$ cat src/rtl/irq_dist_pkg.sv
package irq_dist_pkg;

  localparam int ADDR_W = 12;
  localparam int DATA_W = 32;

  typedef enum logic [3:0] {
    RG_NONE,
    RG_CTL,
    RG_EN_SET,
    RG_EN_CLR,
    RG_PD_SET,
    RG_PD_CLR,
    RG_AC_SET,
    RG_AC_CLR,
    RG_PRIO,
    RG_TARG,
    RG_CFG
  } region_e;

endpackage

$ cat src/rtl/irq_rst_sync.sv
module irq_rst_sync (
  input  logic clk,
  input  logic rst_n_in,
  output logic rst_n_out
);

  logic [1:0] sync_q;

  always_ff @(posedge clk or negedge rst_n_in) begin
    if (!rst_n_in) begin
      sync_q <= 2'b00;
    end else begin
      sync_q <= {sync_q[0], 1'b1};
    end
  end

  assign rst_n_out = sync_q[1];

endmodule

$ cat src/rtl/irq_bitvec.sv
module irq_bitvec #(
  parameter int NBIT = 64
) (
  input  logic            clk,
  input  logic            rst_n,
  input  logic            set_we,
  input  logic            clr_we,
  input  logic [4:0]      idx,
  input  logic [31:0]     wdata,
  input  logic [NBIT-1:0] hw_set,
  output logic [NBIT-1:0] bits,
  output logic [31:0]     rword
);

  localparam int NW = NBIT / 32;

  logic [NBIT-1:0] q, d, bus_set, bus_clr, set_all;
  logic            upd;

  for (genvar w = 0; w < NW; w++) begin : g_word
    assign bus_set[w*32 +: 32] = (set_we && idx == 5'(w)) ? wdata : 32'h0;
    assign bus_clr[w*32 +: 32] = (clr_we && idx == 5'(w)) ? wdata : 32'h0;
  end

  assign set_all = bus_set | hw_set;

  always_comb begin
    d   = (q & ~bus_clr) | set_all;
    upd = set_we | clr_we | (|hw_set);
  end

  always_ff @(posedge clk or negedge rst_n) begin
    if (!rst_n) begin
      q <= '0;
    end else if (upd) begin
      q <= d;
    end
  end

  always_comb begin
    rword = 32'h0;
    for (int w = 0; w < NW; w++) begin
      if (idx == 5'(w)) rword = q[w*32 +: 32];
    end
  end

  assign bits = q;

  // No state bit rises without a set source in the cycle before
  assert_no_spurious_set_R3: assert property (@(posedge clk) disable iff (!rst_n)
    1'b1 |=> ((q & ~$past(q)) & ~$past(set_all)) == '0);

endmodule

$ cat src/rtl/irq_pend.sv
module irq_pend #(
  parameter int NBIT = 64
) (
  input  logic            clk,
  input  logic            rst_n,
  input  logic [NBIT-1:0] irq_in,
  input  logic [NBIT-1:0] edge_mode,
  input  logic [NBIT-1:0] ack_clr,
  input  logic            set_we,
  input  logic            clr_we,
  input  logic [4:0]      idx,
  input  logic [31:0]     wdata,
  output logic [NBIT-1:0] pend,
  output logic [31:0]     rword
);

  localparam int NW = NBIT / 32;

  logic [NBIT-1:0] q, d, irq_q, rise, bus_set, bus_clr, edge_d;

  for (genvar w = 0; w < NW; w++) begin : g_word
    assign bus_set[w*32 +: 32] = (set_we && idx == 5'(w)) ? wdata : 32'h0;
    assign bus_clr[w*32 +: 32] = (clr_we && idx == 5'(w)) ? wdata : 32'h0;
  end

  assign rise = irq_in & ~irq_q;

  always_comb begin
    edge_d = (q & ~(bus_clr | ack_clr)) | bus_set | rise;
    d      = (edge_mode & edge_d) | (~edge_mode & irq_in);
  end

  always_ff @(posedge clk or negedge rst_n) begin
    if (!rst_n) begin
      q     <= '0;
      irq_q <= '0;
    end else begin
      q     <= d;
      irq_q <= irq_in;
    end
  end

  always_comb begin
    rword = 32'h0;
    for (int w = 0; w < NW; w++) begin
      if (idx == 5'(w)) rword = q[w*32 +: 32];
    end
  end

  assign pend = q;

  assert_edge_latches_R4: assert property (@(posedge clk) disable iff (!rst_n)
    1'b1 |=> ((q & $past(rise & edge_mode)) == $past(rise & edge_mode)));

  assert_level_follows_R5: assert property (@(posedge clk) disable iff (!rst_n)
    1'b1 |=> (((q ^ $past(irq_in)) & ~$past(edge_mode)) == '0));

endmodule

$ cat src/rtl/irq_field_bank.sv
module irq_field_bank #(
  parameter int NFIELD = 64,
  parameter int FW     = 8,
  parameter int SW     = 4
) (
  input  logic               clk,
  input  logic               rst_n,
  input  logic               we,
  input  logic [7:0]         idx,
  input  logic [31:0]        wdata,
  output logic [NFIELD*SW-1:0] fields,
  output logic [31:0]        rword
);

  localparam int PW    = 32 / FW;
  localparam int NWORD = NFIELD / PW;

  logic [NFIELD*SW-1:0] q, d;
  logic                 unused_wdata;

  assign unused_wdata = ^wdata;

  for (genvar i = 0; i < NFIELD; i++) begin : g_field
    localparam int W = i / PW;
    localparam int F = i % PW;
    assign d[i*SW +: SW] = (we && idx == 8'(W)) ? wdata[F*FW+FW-SW +: SW]
                                                : q[i*SW +: SW];
  end

  always_ff @(posedge clk or negedge rst_n) begin
    if (!rst_n) begin
      q <= '0;
    end else if (we) begin
      q <= d;
    end
  end

  always_comb begin
    rword = 32'h0;
    for (int w = 0; w < NWORD; w++) begin
      if (idx == 8'(w)) begin
        for (int f = 0; f < PW; f++) begin
          rword[f*FW+FW-SW +: SW] = q[(w*PW+f)*SW +: SW];
        end
      end
    end
  end

  assign fields = q;

endmodule

$ cat src/rtl/irq_dist_bank.sv
module irq_dist_bank
  import irq_dist_pkg::*;
#(
  parameter  int NUM_IRQ   = 64,
  parameter  int PRIO_BITS = 4,
  localparam int ID_W      = $clog2(NUM_IRQ)
) (
  input  logic                        clk,
  input  logic                        rst_n,
  input  logic                        wr_en,
  input  logic                        rd_en,
  input  logic [ADDR_W-1:0]           addr,
  input  logic [DATA_W-1:0]           wdata,
  output logic [DATA_W-1:0]           rdata,
  input  logic [NUM_IRQ-1:0]          irq_in,
  input  logic                        ack_valid,
  input  logic [ID_W-1:0]             ack_id,
  output logic [NUM_IRQ-1:0]          fwd_req,
  output logic [NUM_IRQ*PRIO_BITS-1:0] fwd_prio
);

  localparam int NW_BIT  = NUM_IRQ / 32;
  localparam int NW_BYTE = NUM_IRQ / 4;
  localparam int NW_CFG  = NUM_IRQ / 16;

  logic srst_n;

  irq_rst_sync u_rst (
    .clk      (clk),
    .rst_n_in (rst_n),
    .rst_n_out(srst_n)
  );

  // Address decode
  region_e     region;
  logic [4:0]  bidx;
  logic [7:0]  fidx;

  assign bidx = addr[6:2];
  assign fidx = addr[9:2];

  always_comb begin
    region = RG_NONE;
    if (addr[1:0] == 2'b00) begin
      unique case (addr[11:10])
        2'b00: begin
          if (addr[9:2] == 8'd0) begin
            region = RG_CTL;
          end else if (int'(bidx) < NW_BIT) begin
            case (addr[9:7])
              3'd2: region = RG_EN_SET;
              3'd3: region = RG_EN_CLR;
              3'd4: region = RG_PD_SET;
              3'd5: region = RG_PD_CLR;
              3'd6: region = RG_AC_SET;
              3'd7: region = RG_AC_CLR;
              default: region = RG_NONE;
            endcase
          end
        end
        2'b01: if (int'(fidx) < NW_BYTE) region = RG_PRIO;
        2'b10: if (int'(fidx) < NW_BYTE) region = RG_TARG;
        default: if (int'(fidx) < NW_CFG) region = RG_CFG;
      endcase
    end
  end

  // Global enable
  logic ctl_q, ctl_d, ctl_we;

  assign ctl_we = wr_en && (region == RG_CTL);
  assign ctl_d  = ctl_we ? wdata[0] : ctl_q;

  always_ff @(posedge clk or negedge srst_n) begin
    if (!srst_n) begin
      ctl_q <= 1'b0;
    end else if (ctl_we) begin
      ctl_q <= ctl_d;
    end
  end

  // Acknowledge decode
  logic [NUM_IRQ-1:0] ack_vec;

  for (genvar i = 0; i < NUM_IRQ; i++) begin : g_ack
    assign ack_vec[i] = ack_valid && (ack_id == ID_W'(i));
  end

  // State banks
  logic [NUM_IRQ-1:0] en_bits, pd_bits, ac_bits;
  logic [31:0]        en_rword, pd_rword, ac_rword;

  irq_bitvec #(.NBIT(NUM_IRQ)) u_enable (
    .clk   (clk),
    .rst_n (srst_n),
    .set_we(wr_en && region == RG_EN_SET),
    .clr_we(wr_en && region == RG_EN_CLR),
    .idx   (bidx),
    .wdata (wdata),
    .hw_set('0),
    .bits  (en_bits),
    .rword (en_rword)
  );

  irq_bitvec #(.NBIT(NUM_IRQ)) u_active (
    .clk   (clk),
    .rst_n (srst_n),
    .set_we(wr_en && region == RG_AC_SET),
    .clr_we(wr_en && region == RG_AC_CLR),
    .idx   (bidx),
    .wdata (wdata),
    .hw_set(ack_vec),
    .bits  (ac_bits),
    .rword (ac_rword)
  );

  logic [NUM_IRQ-1:0] edge_mode;

  irq_pend #(.NBIT(NUM_IRQ)) u_pend (
    .clk      (clk),
    .rst_n    (srst_n),
    .irq_in   (irq_in),
    .edge_mode(edge_mode),
    .ack_clr  (ack_vec),
    .set_we   (wr_en && region == RG_PD_SET),
    .clr_we   (wr_en && region == RG_PD_CLR),
    .idx      (bidx),
    .wdata    (wdata),
    .pend     (pd_bits),
    .rword    (pd_rword)
  );

  logic [NUM_IRQ*PRIO_BITS-1:0] pr_fields;
  logic [NUM_IRQ*8-1:0]         tg_unused_fields;
  logic [31:0]                  pr_rword, tg_rword, cf_rword;

  irq_field_bank #(.NFIELD(NUM_IRQ), .FW(8), .SW(PRIO_BITS)) u_prio (
    .clk   (clk),
    .rst_n (srst_n),
    .we    (wr_en && region == RG_PRIO),
    .idx   (fidx),
    .wdata (wdata),
    .fields(pr_fields),
    .rword (pr_rword)
  );

  irq_field_bank #(.NFIELD(NUM_IRQ), .FW(8), .SW(8)) u_target (
    .clk   (clk),
    .rst_n (srst_n),
    .we    (wr_en && region == RG_TARG),
    .idx   (fidx),
    .wdata (wdata),
    .fields(tg_unused_fields),
    .rword (tg_rword)
  );

  irq_field_bank #(.NFIELD(NUM_IRQ), .FW(2), .SW(1)) u_cfg (
    .clk   (clk),
    .rst_n (srst_n),
    .we    (wr_en && region == RG_CFG),
    .idx   (fidx),
    .wdata (wdata),
    .fields(edge_mode),
    .rword (cf_rword)
  );

  // Read path
  logic [31:0] rd_word, rdata_q, rdata_d;

  always_comb begin
    case (region)
      RG_CTL:               rd_word = {31'h0, ctl_q};
      RG_EN_SET, RG_EN_CLR: rd_word = en_rword;
      RG_PD_SET, RG_PD_CLR: rd_word = pd_rword;
      RG_AC_SET, RG_AC_CLR: rd_word = ac_rword;
      RG_PRIO:              rd_word = pr_rword;
      RG_TARG:              rd_word = tg_rword;
      RG_CFG:               rd_word = cf_rword;
      default:              rd_word = 32'h0;
    endcase
    rdata_d = rd_en ? rd_word : rdata_q;
  end

  always_ff @(posedge clk or negedge srst_n) begin
    if (!srst_n) begin
      rdata_q <= 32'h0;
    end else if (rd_en) begin
      rdata_q <= rdata_d;
    end
  end

  assign rdata    = rdata_q;
  assign fwd_req  = {NUM_IRQ{ctl_q}} & en_bits & pd_bits;
  assign fwd_prio = pr_fields;

  assert_ack_sets_active_R6: assert property (@(posedge clk) disable iff (!srst_n)
    ack_valid |=> ac_bits[$past(ack_id)]);

  assert_prio_low_zero_R7: assert property (@(posedge clk) disable iff (!srst_n)
    (rd_en && region == RG_PRIO) |=> ((rdata & 32'h0F0F_0F0F) == 32'h0));

  assert_unmapped_reads_zero_R10: assert property (@(posedge clk) disable iff (!srst_n)
    (rd_en && region == RG_NONE) |=> (rdata == 32'h0));

  assert_rdata_holds_R11: assert property (@(posedge clk) disable iff (!srst_n)
    !rd_en |=> $stable(rdata));

endmodule

$ cat config.mk
export PLATFORM = sky130hd
export DESIGN_NAME = irq_dist_bank
export DESIGN_NICKNAME = d
export VERILOG_FILES = /design/src/rtl/irq_dist_pkg.sv /design/src/rtl/irq_rst_sync.sv /design/src/rtl/irq_bitvec.sv /design/src/rtl/irq_pend.sv /design/src/rtl/irq_field_bank.sv /design/src/rtl/irq_dist_bank.sv
export SDC_FILE = /design/constraint.sdc
export NUM_CORES = 2
export LEC_CHECK = 0
export BUFFER_PORTS_ARGS = -buffer_cell sky130_fd_sc_hd__buf_2
export CAP_MARGIN = 15
export CORE_MARGIN = 4
export CORE_UTILIZATION = 55
export DETAILED_ROUTE_END_ITERATION = 16
export PLACE_DENSITY = 0.75
export REMOVE_ABC_BUFFERS = 1
export SLEW_MARGIN = 0
export SYNTH_ARGS = -nofsm -noshare
export SYNTH_HDL_FRONTEND = slang
export SYNTH_SLANG_ARGS = --single-unit
$ cat constraint.sdc
create_clock -name clk -period 40.8 [get_ports clk]
set_input_delay 8.16 -clock clk [delete_from_list [all_inputs] [get_ports clk]]
set_output_delay 8.16 -clock clk [all_outputs]
set_load 0.01 [all_outputs]
* After elaboration in Yosys (flattened, before gate mapping)
Cells that the tools add are included.
** Word-level totals
- Flip-flop bits (word level) :: 1123
- Logic and storage cells :: 504
- Input port bits :: 119
** Cells by class
- Muxes and demuxes :: 171
- Reductions and logical operators :: 167
- Equal/unequal tests :: 97
- Bitwise gates (word level) :: 23
- Magnitude comparators :: 3
** Operators by type and width (count)
- 32-bit two-way mux :: 34
- 64-bit bitwise AND :: 8
- 64-bit OR :: 7
- 64-bit inverter :: 5
- 4-bit two-way mux :: 68
- 32-bit case mux with 7 select lines :: 1
- 6-bit == test (second input constant) :: 32
- 1-bit logical AND :: 122
- 6-bit by 5-bit == test with 1-bit output (second input constant) :: 16
- 2-bit AND reduction :: 36
- 8-bit by 4-bit == test with 1-bit output (second input constant) :: 8
- 1-bit two-way mux :: 64
- 64-bit OR reduction :: 1
- 6-bit by 4-bit == test with 1-bit output (second input constant) :: 8
- 8-bit by 3-bit == test with 1-bit output (second input constant) :: 4
- 6-bit by 3-bit == test with 1-bit output (second input constant) :: 4
- 3-bit case mux with 6 select lines :: 1
- 4-bit by 3-bit == test with 1-bit output (second input constant) :: 4
- 8-bit by 2-bit == test with 1-bit output (second input constant) :: 2
- 3-bit == test (second input constant) :: 4
- 4-bit == test (second input constant) :: 3
- 6-bit by 2-bit == test with 1-bit output (second input constant) :: 2
- 4-bit case mux with 3 select lines :: 1
- 4-bit by 2-bit == test with 1-bit output (second input constant) :: 2
- 17 further kinds :: 24

* Longest topological paths before layout
- Depth in word-level cells :: 18
- Mapped depth :: 13
- Gate-level depth less buffers :: 8

* Modules after synthesis
From an unflattened synthesis, not the netlist that was laid out.
** Unflattened totals
- Cell total of the unflattened synthesis :: 4620
- Area total of the unflattened synthesis :: 56414.1 µm²
** Modules (own cells, without submodules)
- irq_field_bank (u_target) :: cells each 1898, times used 1, area an instance 24551.0 µm², sequential area each 12812.3 µm²
- irq_field_bank (u_prio) :: cells each 954, times used 1, area an instance 12493.2 µm², sequential area each 6406.1 µm²
- irq_bitvec :: cells each 260, times used 2, area an instance 3204.3 µm², sequential area each 1601.5 µm²
- irq_pend :: cells each 454, times used 1, area an instance 5746.8 µm², sequential area each 3203.1 µm²
- irq_dist_bank :: cells each 520, times used 1, area an instance 3998.8 µm², sequential area each 825.8 µm²
- irq_field_bank (u_cfg) :: cells each 271, times used 1, area an instance 3161.8 µm², sequential area each 1601.5 µm²
- irq_rst_sync :: cells each 3, times used 1, area an instance 53.8 µm², sequential area each 50.0 µm²

* Least setup slack after synthesis
Ideal clock, no wire load.
- Kind :: input -> register
- From :: input addr[7]
- To :: register u_prio.q[150], in the netlist u_prio.fields[150]
- Setup slack :: 29.984 ns
- Data required time :: 40.672 ns
- Stages :: 9
- Data arrival time :: 10.688 ns
- Cells stage by stage :: or4_1 buf_2 or4_4 nor3_4 nand2b_2 or3_1 buf_2 buf_2 mux2_1
** On the way
- Cells in the longest elaborated chain, start to end :: 10
- Elaborated cells between the ends (all ways) :: 22
- Classes of those cells :: 2 x order compare; 8 x eq/ne; 8 x mux; 4 x reduce/logical
** RTL lines
- start: declaration :: line irq_dist_bank.sv:12 : input logic [ADDR_W-1:0] addr,
- 3-bit == test or 3-bit by 2-bit == test with 1-bit output (tied branches) :: line irq_dist_bank.sv:50 : case (addr[9:7])
- 3-bit case mux with 6 select lines :: line irq_dist_bank.sv:50
- 3-bit two-way mux :: line irq_dist_bank.sv:49 : end else if (int'(bidx) < NW_BIT) begin
- 3-bit two-way mux :: line irq_dist_bank.sv:47 : if (addr[9:2] == 8'd0) begin
- 4-bit case mux with 3 select lines :: line irq_dist_bank.sv:45 : unique case (addr[11:10])
- 4-bit two-way mux :: line irq_dist_bank.sv:44 : if (addr[1:0] == 2'b00) begin
- 4-bit == test :: line irq_dist_bank.sv:140 : .we (wr_en && region == RG_PRIO),
- 1-bit logical AND :: line irq_dist_bank.sv:140
- 1-bit logical AND :: line irq_field_bank.sv:26 : assign d[i*SW +: SW] = (we && idx == 8'(W)) ? wdata[F*FW+FW-SW +: SW]
- 2-bit AND reduction (no source line) *
- end signal: assignment :: line irq_field_bank.sv:32 : q <= '0;
- end signal: assignment :: line irq_field_bank.sv:34 : q <= d;
- end: declaration :: line irq_field_bank.sv:18 : logic [NFIELD*SW-1:0] q, d;
Mark *: on every way between the ends. The rest lies on a longest branch, timed or not.
A chain may end at the register's enable or synchronous reset.

* Worst setup path after layout
- From :: input addr[4]
- To :: register u_enable.q[62], in the netlist u_enable.bits[62]
** On the way
- Cells in the longest elaborated chain, start to end :: 12
- Elaborated cells between the ends (all ways) :: 24
- Classes of those cells :: 3 x order compare; 3 x eq/ne; 9 x mux; 4 x bitwise; 5 x reduce/logical
** RTL lines
- 5-bit by 2-bit less-than comparator with 1-bit output :: line irq_dist_bank.sv:49
- 3-bit two-way mux :: line irq_dist_bank.sv:49
- 3-bit two-way mux :: line irq_dist_bank.sv:47
- 4-bit case mux with 3 select lines :: line irq_dist_bank.sv:45
- 4-bit two-way mux :: line irq_dist_bank.sv:44
- 4-bit by 2-bit == test with 1-bit output :: line irq_dist_bank.sv:97 : .clr_we(wr_en && region == RG_EN_CLR),
- 1-bit logical AND :: line irq_dist_bank.sv:97
- 1-bit logical AND :: line irq_bitvec.sv:22 : assign bus_clr[w*32 +: 32] = (clr_we && idx == 5'(w)) ? wdata : 32'h0;
- 32-bit two-way mux :: line irq_bitvec.sv:22
- 64-bit inverter :: line irq_bitvec.sv:28 : d = (q & ~bus_clr) | set_all;
- 64-bit bitwise AND :: line irq_bitvec.sv:28
- 64-bit OR :: line irq_bitvec.sv:28
- end signal: assignment :: line irq_bitvec.sv:34 : q <= '0;
- end signal: assignment :: line irq_bitvec.sv:36 : q <= d;
- end: declaration :: line irq_bitvec.sv:17 : logic [NBIT-1:0] q, d, bus_set, bus_clr, set_all;
Parallel ways exist; a longest one is shown, timed or not.

==> results.sh <==
export IMPL_viasPerCell=7.15
export IMPL_route_vias_total=42677
export IMPL_grtUsageTotal_pct=38.7
export IMPL_dr_wl_met2_um=85900
export IMPL_synthMuxAreaShare_pct=23.4
export IMPL_synth_cells=4303
export IMPL_switchingPower_mw=0.582
export IMPL_numCtsBuffers=114
export IMPL_synth_async_reset_ratio_pct=100
export IMPL_powerDensity_nw_per_um2=40.0
export IMPL_p_sw_share_pct=24.2
export IMPL_met3_length_um=27100
export IMPL_area_growth_syn_to_layout_pct=14.3
export IMPL_synthAdderAreaFrac_pct=0
export IMPL_critPathCaptureType="flop"
export IMPL_fin_skew_ps=36.4
export IMPL_max_cap_violations=0
export IMPL_post_cts_buffers=0
export IMPL_die_y_um=318
export IMPL_clockBufferDepth=3
export IMPL_cts_tree="yes"
export IMPL_synth_ff_type="dfrtp_1"
export IMPL_cts_hold_buf=0
export IMPL_leakage_nw=29.6
export IMPL_drt_wl_total_um=201000
export IMPL_synth_xor_area_share_pct=0.0166
export IMPL_seq_area_um2=28100
export IMPL_setup_violations=0
export IMPL_syn_cell_area_um2=52700
export IMPL_ctsResizeCount=0
export IMPL_core_area_um2=95000
export IMPL_start_kind="input pin"
export IMPL_synth_top_cells_by_count="dfrtp_1, mux2_2, clkbuf_1"
export IMPL_p_seq_share_pct=47.6
export IMPL_drtIter0Drc=6420
export IMPL_critPathRequiredTime_ps=41420
export IMPL_p_comb_share_pct=5.5
export IMPL_ios=471
export IMPL_synth_area_leaders="dfrtp_1, mux2_2, mux4_2, mux2_1, clkbuf_1"
export IMPL_synth_cell_types=76
export IMPL_drc=0
export IMPL_cp_startpoint="addr[4]"
export IMPL_firstDrtPassIters=10
export IMPL_grt_pass1_vias=41123
export IMPL_grt_overflow_total=0
export IMPL_ir_drop_uv=42.3
export IMPL_cts_max_level=3
export IMPL_routedWlPerCell_um=33.7
export IMPL_r2r_start="u_rst.sync_q[1]$_DFF_PN0_"
export IMPL_rsz0062_at_grt="false"
export IMPL_p_int_mw=1.83
export IMPL_grt_max_degree=193
export IMPL_avgSynthCellArea_um2=12.3
export IMPL_ys_warn_count=0
export IMPL_synth_top_area_share_pct=53.3
export IMPL_fmax_ghz=0.0849
export IMPL_rr_worst_depth=5
export IMPL_clock_sinks=1123
export IMPL_finalHoldViolations=0
export IMPL_antenna_found_initial=20
export IMPL_synth_top_family_by_area="multiplexers"
export IMPL_finalMaxSlewViolations=0
export IMPL_hold_worst_slack_ps=349
export IMPL_antenna_left=0
export IMPL_r2r_end="u_prio.fields[59]$_DFFE_PN0P_"
export IMPL_crit_end="u_enable.bits[62]$_DFFE_PN0P_"
export IMPL_finalCriticalPeriod_ps=11780
export IMPL_synth_top_cell_by_area="dfrtp_1"
export IMPL_start_util_pct=55.5
export IMPL_fin_setup_tns_ps=0
export IMPL_yosys_register_bits=1123
export IMPL_routabilityCongestion=0.966
export IMPL_rows=113
export IMPL_clk_latency_ps=740
export IMPL_grt_pass1_wl_um=291000
export IMPL_synth_simple_area_share_pct=6.11
export IMPL_path_class="in -> reg"
export IMPL_drive_above_1_share_pct=35.7
export IMPL_dieArea_um2=101000
export IMPL_clockPowerShare_pct=46.9
export IMPL_yosysMostFrequentCell="dfrtp_1"
export IMPL_timing_final_crit_share_pct=28.9
export IMPL_drt_met1_wl_um=73200
export IMPL_highest_layer="met5"
export IMPL_cts_clk_slew_worst_paths_ps=70
export IMPL_crit_fanout=31
export IMPL_yosysSeqAreaShare_pct=53.3
export IMPL_hold_path_class="reg -> reg"
export IMPL_dieWidth_um=318
export IMPL_fin_nets=4717
export IMPL_multi_input_area_um2=23200
export IMPL_post_dp_hpwl_um=132000
export IMPL_max_slew_worst_pin_slew_ps=1290
export IMPL_slew_headroom_pct=13.7
export IMPL_synth_compound_area_share_pct=13.9
export IMPL_synth_edf_count=0
export IMPL_fill_cells=7303
export IMPL_reg2reg_setup_slack_ps=36100
export IMPL_root_buffer="clkbuf_16"
export IMPL_cp_arrival_ps=12390
export IMPL_port_buffers=470
export IMPL_status="complete, no violations"
==> power groups by stage <==
stage / combinational (mW) / clock [mW] / sequential (mW)
floorplan: 0.0395 / 0 / 1.18
global placement: 0.125 / 0 / 1.16
detailed placement: 0.127 / 0 / 1.17
CTS: 0.128 / 1.13 / 1.15
global route: 0.138 / 1.18 / 1.15
finish: 0.132 / 1.13 / 1.15
==> cells by family after synthesis <==
logic type / after synthesis
XOR/XNOR: 1
multiplexers: 1044
AND/OR/NAND/NOR: 689
buffers and inverters: 413
other: 1
AO/OA/AOI/OAI: 1032
flip-flops: 1123
==> placed cells by master, fill, tap and decap left out, types with 11 or more instances in the layout <==
| cell type | netlist | layout |
|---|---|---|
| clkinv_2 | 0 | 24 |
| o21ai_0 | 174 | 174 |
| nor3_2 | 1 | 20 |
| nand2_1 | 260 | 260 |
| a31oi_1 | 23 | 23 |
| nor2b_1 | 16 | 14 |
| a22oi_1 | 58 | 58 |
| a311o_1 | 64 | 64 |
| a21boi_0 | 65 | 65 |
| nor3_1 | 58 | 39 |
| buf_4 | 7 | 103 |
| and3_1 | 78 | 78 |
| or3_1 | 11 | 11 |
| a221oi_1 | 37 | 37 |
| a21oi_1 | 182 | 182 |
| o221ai_1 | 59 | 59 |
| a22o_1 | 81 | 81 |
| o22ai_1 | 57 | 57 |
| clkbuf_16 | 0 | 115 |
| o211ai_1 | 55 | 55 |
| mux2_1 | 121 | 121 |
| dfrtp_1 | 1123 | 1122 |
| mux4_2 | 63 | 63 |
| a221o_1 | 38 | 38 |
| clkbuf_8 | 0 | 33 |
| nand3_1 | 39 | 35 |
| mux2_2 | 763 | 763 |
| buf_2 | 82 | 468 |
| inv_1 | 11 | 11 |
| clkbuf_1 | 280 | 18 |
| nor2_1 | 171 | 149 |
| o32ai_1 | 14 | 14 |
| a211oi_1 | 45 | 45 |
| mux2i_1 | 97 | 97 |
| nor2_4 | 1 | 13 |
| bufinv_16 | 0 | 13 |
==> layout make-up <==
class,count,share of cell area (%)
well taps,1265,2.63
clock inverters,47,1.09
inverters,13,0.0810
clock buffers,166,5.64
repair buffers,579,5.43
multi-input cells,2767,38.5
diodes,9,0.0374
flip-flops and latches,1123,46.6
==> worst min-delay path by stage <==
stage,from,to,cells past startpoint
floorplan,u_rst.sync_q[0]$_DFF_PN0_,u_rst.sync_q[1]$_DFF_PN0_,0
finish,u_rst.sync_q[0]$_DFF_PN0_,u_rst.sync_q[1]$_DFF_PN0_,0
detailed placement,u_rst.sync_q[0]$_DFF_PN0_,u_rst.sync_q[1]$_DFF_PN0_,0
global placement,u_rst.sync_q[0]$_DFF_PN0_,u_rst.sync_q[1]$_DFF_PN0_,0
CTS,u_rst.sync_q[0]$_DFF_PN0_,u_rst.sync_q[1]$_DFF_PN0_,0
global route,u_rst.sync_q[0]$_DFF_PN0_,u_rst.sync_q[1]$_DFF_PN0_,0
==> state kept, by name, indices dropped and copies added, names as in the netlist <==
signal,cells
u_rst.sync_q,2
u_pend.pend,64
u_prio.fields,256
ctl_q,1
u_cfg.fields,64
u_target.fields,512
rdata,32
u_active.bits,64
u_pend.irq_q,64
u_enable.bits,64
==> metal layers <==
layer  GRT usage (%)  vias up
met5               0        -
met4            23.2       16
met3            12.6      887
met2            55.8     3419
met1            51.1    21605
li1                -    16750
==> worst max-delay path, cell delays in order <==
cell and delay, ps:
buf_2 100, buf_4 270, nor2_1 670, and4_1 520, o21ai_1 310, buf_4 290, nor2_1 100, buf_4 280
nand2_1 140, nor2_2 690, buf_4 430, nand2_1 100, a22o_1 270
==> stage by stage <==
stage               power, mW  cells  util [%]  cell area (µm²)  setup slack, ps
floorplan                1.22   3903         -            51100             7180
global placement         1.29   5744      59.1            56100            28520
detailed placement       1.29   5745      59.1            56100            28500
CTS                      2.40   5958      63.3            60200            29220
global route             2.46   5961      63.4            60200            28980
finish                   2.41   5969      63.4            60300            29020
Note: power is estimated with default switching activity, not from simulation.
